## config.mk

```make
export PLATFORM = sky130hd
export DESIGN_NAME = fclk_gen
export DESIGN_NICKNAME = d
export VERILOG_FILES = /design/src/rtl/fclk_pkg.sv /design/src/rtl/fclk_speed_dec.sv /design/src/rtl/fclk_phase_ctr.sv /design/src/rtl/fclk_pattern_reg.sv /design/src/rtl/fclk_gen.sv
export SDC_FILE = /design/constraint.sdc
export NUM_CORES = 1
export LEC_CHECK = 0
export CAP_MARGIN = 10
export CELL_PAD_IN_SITES_DETAIL_PLACEMENT = 0
export CELL_PAD_IN_SITES_GLOBAL_PLACEMENT = 2
export CORE_MARGIN = 3
export CORE_UTILIZATION = 40
export CTS_BUF_LIST = sky130_fd_sc_hd__clkbuf_8
export DETAILED_ROUTE_END_ITERATION = 8
export GPL_TIMING_DRIVEN = 0
export PLACE_DENSITY = 0.9
export SLEW_MARGIN = 20
export SYNTH_ARGS = -nofsm -noshare
export SYNTH_HDL_FRONTEND = slang
export SYNTH_SLANG_ARGS = --single-unit
```

## constraint.sdc

```tcl
create_clock -name clk_ref -period 6.3 [get_ports clk_ref]
set_input_delay 0.63 -clock clk_ref [delete_from_list [all_inputs] [get_ports clk_ref]]
set_output_delay 0.63 -clock clk_ref [all_outputs]
set_load 0.01 [all_outputs]
```

## src/rtl/fclk_pkg.sv

```systemverilog
package fclk_pkg;

  typedef enum logic [1:0] {
    SPD_10M    = 2'b00,
    SPD_100M   = 2'b01,
    SPD_1G     = 2'b10,
    SPD_1G_ALT = 2'b11
  } fclk_speed_e;

  function automatic logic is_full_rate(input logic [1:0] sel);
    return sel[1];
  endfunction

endpackage

```

## src/rtl/fclk_speed_dec.sv

```systemverilog
module fclk_speed_dec #(
  parameter int HALF_FAST = 5,
  parameter int HALF_SLOW = 50,
  parameter int CNT_W     = 7
) (
  input  logic [1:0]       speed_sel,
  output logic             full_o,
  output logic [CNT_W-1:0] half_o,
  output logic [CNT_W-1:0] last_o
);
  import fclk_pkg::*;

  localparam logic [CNT_W-1:0] HALF_F = CNT_W'(HALF_FAST);
  localparam logic [CNT_W-1:0] HALF_S = CNT_W'(HALF_SLOW);
  localparam logic [CNT_W-1:0] LAST_F = CNT_W'(2 * HALF_FAST - 1);
  localparam logic [CNT_W-1:0] LAST_S = CNT_W'(2 * HALF_SLOW - 1);

  always_comb begin
    full_o = is_full_rate(speed_sel);
    if (speed_sel == SPD_100M) begin
      half_o = HALF_F;
      last_o = LAST_F;
    end else begin
      half_o = HALF_S;
      last_o = LAST_S;
    end
  end

endmodule

```

## src/rtl/fclk_phase_ctr.sv

```systemverilog
module fclk_phase_ctr #(
  parameter int CNT_W = 7
) (
  input  logic             clk_ref,
  input  logic             rst_n,
  input  logic [1:0]       speed_sel,
  input  logic             full_i,
  input  logic [CNT_W-1:0] last_i,
  output logic [CNT_W-1:0] phase_nxt_o
);

  logic [CNT_W-1:0] phase_q;
  logic [1:0]       spd_q;
  logic             run_q;
  logic             restart;

  // Restart on the first active edge, on a speed change, and at full rate.
  always_comb begin
    restart = !run_q || (speed_sel != spd_q) || full_i;
    if (restart) begin
      phase_nxt_o = '0;
    end else if (phase_q == last_i) begin
      phase_nxt_o = '0;
    end else begin
      phase_nxt_o = phase_q + CNT_W'(1);
    end
  end

  always_ff @(posedge clk_ref or negedge rst_n) begin
    if (!rst_n) begin
      phase_q <= '0;
      spd_q   <= '0;
      run_q   <= 1'b0;
    end else begin
      phase_q <= phase_nxt_o;
      spd_q   <= speed_sel;
      run_q   <= 1'b1;
    end
  end

endmodule

```

## src/rtl/fclk_pattern_reg.sv

```systemverilog
module fclk_pattern_reg #(
  parameter int CNT_W = 7
) (
  input  logic             clk_ref,
  input  logic             rst_n,
  input  logic             full_i,
  input  logic [CNT_W-1:0] half_i,
  input  logic [CNT_W-1:0] phase_nxt_i,
  output logic             rise_o,
  output logic             fall_o,
  output logic             en_o
);

  logic rise_d, en_d;
  logic rise_q, en_q, full_q, fall_q;

  always_comb begin
    if (full_i) begin
      rise_d = 1'b0;
      en_d   = 1'b1;
    end else begin
      rise_d = (phase_nxt_i < half_i);
      en_d   = (phase_nxt_i == half_i);
    end
  end

  always_ff @(posedge clk_ref or negedge rst_n) begin
    if (!rst_n) begin
      rise_q <= 1'b0;
      en_q   <= 1'b0;
      full_q <= 1'b0;
    end else begin
      rise_q <= rise_d;
      en_q   <= en_d;
      full_q <= full_i;
    end
  end

  // Falling-edge half: half a reference cycle behind the rising half.
  always_ff @(negedge clk_ref or negedge rst_n) begin
    if (!rst_n) begin
      fall_q <= 1'b0;
    end else begin
      fall_q <= full_q | rise_q;
    end
  end

  assign rise_o = rise_q;
  assign fall_o = fall_q;
  assign en_o   = en_q;

endmodule

```

## src/rtl/fclk_gen.sv

```systemverilog
module fclk_gen #(
  parameter int HALF_FAST = 5,
  parameter int HALF_SLOW = 50
) (
  input  logic       clk_ref,
  input  logic       rst_n,
  input  logic [1:0] speed_sel,
  output logic       rise_o,
  output logic       fall_o,
  output logic       en_o
);

  localparam int CNT_W = $clog2(2 * HALF_SLOW);

  logic             full;
  logic [CNT_W-1:0] half;
  logic [CNT_W-1:0] last;
  logic [CNT_W-1:0] phase_nxt;

  fclk_speed_dec #(
    .HALF_FAST (HALF_FAST),
    .HALF_SLOW (HALF_SLOW),
    .CNT_W     (CNT_W)
  ) dec_i (
    .speed_sel (speed_sel),
    .full_o    (full),
    .half_o    (half),
    .last_o    (last)
  );

  fclk_phase_ctr #(
    .CNT_W (CNT_W)
  ) ctr_i (
    .clk_ref     (clk_ref),
    .rst_n       (rst_n),
    .speed_sel   (speed_sel),
    .full_i      (full),
    .last_i      (last),
    .phase_nxt_o (phase_nxt)
  );

  fclk_pattern_reg #(
    .CNT_W (CNT_W)
  ) pat_i (
    .clk_ref     (clk_ref),
    .rst_n       (rst_n),
    .full_i      (full),
    .half_i      (half),
    .phase_nxt_i (phase_nxt),
    .rise_o      (rise_o),
    .fall_o      (fall_o),
    .en_o        (en_o)
  );

endmodule

```

==> results of run 1 <==
==> power by group through the flow <==
stage,Combinational (mW),Clock [mW],Sequential (mW)
2_1_floorplan,0.00656,0,0.0888
3_3_place_gp,0.0145,0,0.0884
3_5_place_dp,0.0146,0,0.0885
4_1_cts,0.0147,0.0767,0.0870
5_1_grt,0.0162,0.0816,0.0872
6_report,0.0144,0.0732,0.0870
==> how the worst min path moves through the flow <==
stage / slack (ns) / from / endpoint
2_1_floorplan: 0.33 / rst_n / ctr_i.phase_q[0]
3_3_place_gp: 0.63 / ctr_i.phase_q[6] / ctr_i.phase_q[6]
3_5_place_dp: 0.63 / ctr_i.phase_q[5] / ctr_i.phase_q[5]
4_1_cts: 0.65 / ctr_i.phase_q[5] / ctr_i.phase_q[5]
6_report: 0.64 / ctr_i.phase_q[5] / ctr_i.phase_q[5]
5_1_grt: 0.69 / ctr_i.phase_q[2] / ctr_i.phase_q[2]
==> per-layer routing <==
metal | global-route usage | wire length (um) | vias up
li1 | - | - | 249
met1 | 0.214 | 686 | 242
met5 | 0 | 0 | -
met4 | 0.113 | 44 | 0
met3 | 0.0338 | 35 | 4
met2 | 0.201 | 563 | 6
==> flip-flops by register name, indices dropped and copies added, names as in the netlist <==
signal / count
ctr_i.run_q: 1
pat_i.fall_o: 1
pat_i.rise_o: 1
pat_i.en_o: 1
ctr_i.phase_q: 7
ctr_i.spd_q: 2
==> stage by stage <==
stage	area (sq um)	worst slack (ns)	cells
after floorplan	708	2.11	65
after global routing	833	1.31	91
after CTS	833	1.34	91
after global placement	788	1.63	87
final	833	1.35	91
after detailed placement	788	1.62	87
==> area by class of cell <==
type	instances	area, sq um	area share
Tap cell	16	20.0	0.0240
Clock inverter	1	3.75	0.00450
Multi-Input combinational cell	50	374	0.449
Inverter	2	8.76	0.0105
Clock buffer	3	41.3	0.0495
Timing Repair Buffer	6	60.1	0.0721
Sequential cell	13	325	0.390
==> synth_stat cells, drive strengths merged (2+ instances only) <==
cell type  count  area share
ha             6        0.11
nand2          3       0.016
nor2           8       0.042
a21oi          2       0.014
dfrtp         12        0.42
xnor2          3       0.037
xor2           2       0.025
nand2b         2       0.018
o211ai         2       0.021
or2            2       0.018
nand3          4       0.028
==> logic make-up after synthesis <==
kind of cell | count (synthesis) | share of synthesized area
other | 1 | 0.00530
multiplexers | 1 | 0.0318
flip-flops | 13 | 0.459
XOR/XNOR | 5 | 0.0618
AO/OA/AOI/OAI | 10 | 0.115
buffers and inverters | 2 | 0.0124
AND/OR/NAND/NOR | 27 | 0.209
adder cells (fa/ha/maj) | 6 | 0.106
==> qor.csv, run 1 <==
stage,metric,value,unit
global_routing,overflow,0,
detailed_routing,vias,501,
sta,setup_viol,0,
worst_setup_path,critical_path.top_delay_family,buffers and inverters,
yosys,synthCells,65,
final_layout,diodes,0,
placed_design,gp_congestion,0.744,
clocking,cts_setup_buffers,0,
global_routing,grt_max_degree,14,
worst_setup_path,critical_path.startpoint_type,register,
floorplanning,die_area,2310,sq um
yosys,ys_seq_area_frac,0.459,
clocking,cts_tree,built,
worst_setup_path,reg2reg_setup_slack,2.36,ns
final_layout,area_growth,17.7,%
detailed_routing,drt-initial-drc-count,14,
detailed_routing,ant_nets,0,
clocking,clk_latency,0.26,ns
global_routing,grt_use_total,0.152,
hold_path,hp-class,reg -> reg,
floorplanning,start_util,0.449,
detailed_routing,firstDrtPassIters,4,
clocking,htreeDepth,1,
worst_setup_path,critical_path_cell_count,1,
detailed_routing,routedWlPerCell,14.6,um
yosys,syn_area,708,sq um
final_layout,drive_gt1_frac,0.147,
flow_run,cap_violations,0,
detailed_routing,post_drt_via_cell_ratio,5.51,
power,power_frac_comb,0.083,
worst_setup_path,startpoint,pat_i.fall_o,
yosys,yosys_warnings,0,
final_layout,final_cell_mix,"dfrtp_1, nor2_1, ha_1, clkdlybuf4s50_1, nand3_1",
sta,finalClockSkew,0.0185,ns
floorplanning,die_h,48.1,um
worst_setup_path,cpPeakStageDelay,0.53,ns
sta,tns,0,ns
sta,slew_viol_final,0,
power,p_sw_frac,0.221,
yosys,synth_seq_cells,13,
worst_setup_path,worstPathArrival,4.32,ns
global_routing,grt_antenna_before_repair,0,
clocking,clockBufferDepth,2,
worst_setup_path,end_kind,primary output,
clocking,cts_made_buffers,3,
final_layout,layout.nets,86,
final_layout,final_common_cell,dfrtp_1,
floorplanning,rows,14,
worst_setup_path,crit_type,reg -> out,
worst_setup_path,worstPathRequired,5.67,ns
hold_path,hold_depth,2,
power,seqPwrFrac,0.498,
worst_setup_path,r2r-end,pat_i.fall_o,
power,power.density,210,nW/um^2
detailed_routing,remaining_drc_errors,0,
worst_setup_path,cp_max_fo,1,
worst_setup_path,crit_buf_inv,1,
sta,worstMarginPinSlew,0.595,ns
global_routing,grt_pass1_wl,2280,um
sta,hold_viol_final,0,
detailed_routing,drt_wl_total,1330,um
clocking,clk_pin_slew,0.05,ns
floorplanning,die_w,48.1,um
power,intPower,0.136,mW
power,p_switching,0.0387,mW
yosys,syn_area_per_cell,10.9,sq um
yosys,synth_cell_types,30,
final_layout,fill_cells,157,
yosys,yosys_most_used_dff,dfrtp_1,
sta,rsz0062_at_grt,no,
yosys,synth_edf_count,0,
sta,fin_hold_ws,0.641,ns
floorplanning,core_area,1580,sq um
worst_setup_path,cp_slowest_cell,clkdlybuf4s50_1,
global_routing,grt_pass1_vias,480,
sta,relSlewSlack,0.602,
power,vdd_drop_max,0.000176,V
clocking,cts_hold_buffers,0,
floorplanning,boundaryPins,7,
worst_setup_path,r2r-start,ctr_i.spd_q[1],
clocking,cts_root_buf,clkbuf_8,
run_status,outcome,finished clean,
power,p_leak,0.350,nW
power,power,0.175,mW
worst_setup_path,endpoint,fall_o,
clocking,cts.sinks,13,
yosys,syn_nets,75,
final_layout,final_util,0.529,
placed_design,place_hpwl,978,um
yosys,synthArstFlopShare,1.00,
worst_setup_path,crit_chain,clkdlybuf4s50_1,
clocking,cts-resized-gates,0,
placed_design,portBuffers,6,
power,clock_power_share,0.419,
worst_setup_path,rr_worst_depth,1,
(Power assumes the default switching activity.)
==> run 2: changes to the inputs <==
- CORE_UTILIZATION: 40 -> 34
- PLACE_DENSITY: 0.9 -> 0.82
- clock period: 6.3 -> 4.3 ns (I/O delays scaled with it)
==> run 2 against run 1 <==
Net effect:
- sequential share of layout area decreased by 0.52 points
- non-clock buffer count unchanged
- register-to-register slack got worse by 1.0 ns
- core utilization is 6.9 points lower
- via count is 0.40% higher
- clock skew fell by 0.00056 ns
- routed wire length grew 6.6%
- cell area increased by 1.4%
- critical path type unchanged
==> qor.csv, run 2 (same netlist as run 1, synthesis figures left out) <==
stage,metric,value,unit,change
run_status,outcome,finished clean,,
final_layout,final_cell_mix,"dfrtp_1, nor2_1, ha_1, clkdlybuf4s50_1, nand3_1",,
sta,setup_viol,0,,unchanged
clocking,cts_root_buf,clkbuf_8,,
worst_setup_path,crit_type,reg -> out,,
clocking,clk_pin_slew,0.05,ns,about the same
worst_setup_path,cpPeakStageDelay,0.52,ns,about the same
worst_setup_path,worstPathRequired,3.87,ns,-1.80 ns
global_routing,grt_use_total,0.123,,-0.0293
worst_setup_path,rr_worst_depth,1,,unchanged
sta,slew_viol_final,0,,unchanged
worst_setup_path,r2r-end,pat_i.fall_o,,
clocking,cts_setup_buffers,0,,unchanged
worst_setup_path,cp_slowest_cell,clkdlybuf4s50_1,,
worst_setup_path,reg2reg_setup_slack,1.35,ns,-1.01 ns
placed_design,place_hpwl,1100,um,+12%
detailed_routing,remaining_drc_errors,0,,unchanged
global_routing,grt_antenna_before_repair,0,,unchanged
hold_path,hp-class,in -> async,,
placed_design,portBuffers,6,,unchanged
worst_setup_path,crit_buf_inv,1,,unchanged
clocking,clk_latency,0.26,ns,about the same
floorplanning,start_util,0.385,,-0.0642
worst_setup_path,end_kind,primary output,,
final_layout,fin_cells,100,,+9.9%
floorplanning,rows,15,,+1
floorplanning,die_w,51.6,um,+7.4%
detailed_routing,post_drt_via_cell_ratio,5.03,,-8.6%
worst_setup_path,r2r-start,ctr_i.spd_q[1],,
flow_run,cap_violations,0,,unchanged
final_layout,final_util,0.459,,-0.0694
placed_design,dp.cells,96,,+10%
final_layout,reg.largest.list,"ctr_i.phase_q x7, ctr_i.spd_q x2",,
power,vdd_drop_max,0.000183,V,+4.0%
final_layout,fill_cells,182,,+16%
sta,hold_viol_final,0,,unchanged
detailed_routing,vias,503,,+0.40%
floorplanning,die_h,51.6,um,+7.4%
sta,relSlewSlack,0.603,,+0.00116
sta,fin_hold_ws,0.559,ns,-0.0817 ns
detailed_routing,firstDrtPassIters,3,,-1
worst_setup_path,crit_chain,clkdlybuf4s50_1,,
floorplanning,core_area,1840,sq um,+17%
global_routing,grt_max_degree,14,,unchanged
clocking,cts_made_buffers,3,,unchanged
sta,worst_slack,0.548,ns,-0.803 ns
sta,rsz0062_at_grt,no,,
global_routing,grt_pass1_wl,2250,um,-1.5%
sta,finalClockSkew,0.0179,ns,-0.000560 ns
global_routing,overflow,0,,unchanged
floorplanning,boundaryPins,7,,unchanged
detailed_routing,drt-initial-drc-count,5,,-9
detailed_routing,drt_wl_total,1420,um,+6.6%
floorplanning,die_area,2670,sq um,+15%
global_routing,grt_pass1_vias,461,,-4.0%
final_layout,final_common_cell,dfrtp_1,,
worst_setup_path,worstPathArrival,3.32,ns,-1.00 ns
placed_design,gp_congestion,0.780,,+4.8%
clocking,cts.sinks,13,,unchanged
worst_setup_path,critical_path.startpoint_type,register,,
final_layout,layout.nets,86,,unchanged
sta,worstMarginPinSlew,0.593,ns,-0.00174 ns
final_layout,area_growth,19.3,%,
placed_design,post-place-ws,0.817,ns,-0.807 ns
power,power.density,304,nW/um^2,+45%
sta,tns,0,ns,unchanged
final_layout,largest_reg_flops,7,,unchanged
clocking,cts-resized-gates,0,,unchanged
final_layout,diodes,0,,unchanged
power,p_leak,0.350,nW,unchanged
clocking,clockBufferDepth,2,,unchanged
clocking,cts_tree,built,,
final_layout,drive_gt1_frac,0.147,,unchanged
final_layout,largest_register,ctr_i.phase_q,,
clocking,htreeDepth,1,,unchanged
detailed_routing,routedWlPerCell,14.2,um,-3.0%
detailed_routing,ant_nets,0,,unchanged
worst_setup_path,cp_max_fo,1,,unchanged
worst_setup_path,critical_path.top_delay_family,buffers and inverters,,
clocking,cts_hold_buffers,0,,unchanged
==> run 2: how the worst max path moves through the flow <==
| stage | slack [ns] | startpoint | to | depth (start not counted) |
|---|---|---|---|---|
| after floorplan | 1.31 | pat_i.fall_o | fall_o | 0 |
| after global placement | 0.83 | pat_i.fall_o | fall_o | 1 |
| after detailed placement | 0.82 | pat_i.fall_o | fall_o | 1 |
| after CTS | 0.53 | pat_i.fall_o | fall_o | 1 |
| after global routing | 0.51 | pat_i.fall_o | fall_o | 1 |
| final | 0.55 | pat_i.fall_o | fall_o | 1 |
==> run 2: per-layer routing <==
layer | wire (um) | GRT usage | vias up
met2 | 626 | 0.172 | 8
met5 | 0 | 0 | -
met1 | 699 | 0.158 | 239
met3 | 59 | 0.0544 | 5
li1 | - | - | 251
met4 | 33 | 0.0655 | 0
==> run 2: through the flow <==
stage	area [sq um]	power (mW)
after detailed placement	800	0.152
final	845	0.257
after floorplan	708	0.140
after CTS	845	0.262
after global placement	800	0.151
after global routing	845	0.271
==> run 2: area by class of cell <==
cell class / count / area [sq um] / share of cell area
inverter: 2 / 8.76 / 0.0104
timing repair buffer: 6 / 60.1 / 0.0711
tap: 25 / 31.3 / 0.0370
clock buffer: 3 / 41.3 / 0.0489
sequential: 13 / 325 / 0.385
multi-input combinational: 50 / 374 / 0.443
clock inverter: 1 / 3.75 / 0.00444
==> run 2: power breakdown <==
| group | switching (mW) | internal, mW |
|---|---|---|
| registers | 0.00183 | 0.126 |
| logic | 0.0111 | 0.0103 |
| clock network | 0.0448 | 0.0631 |
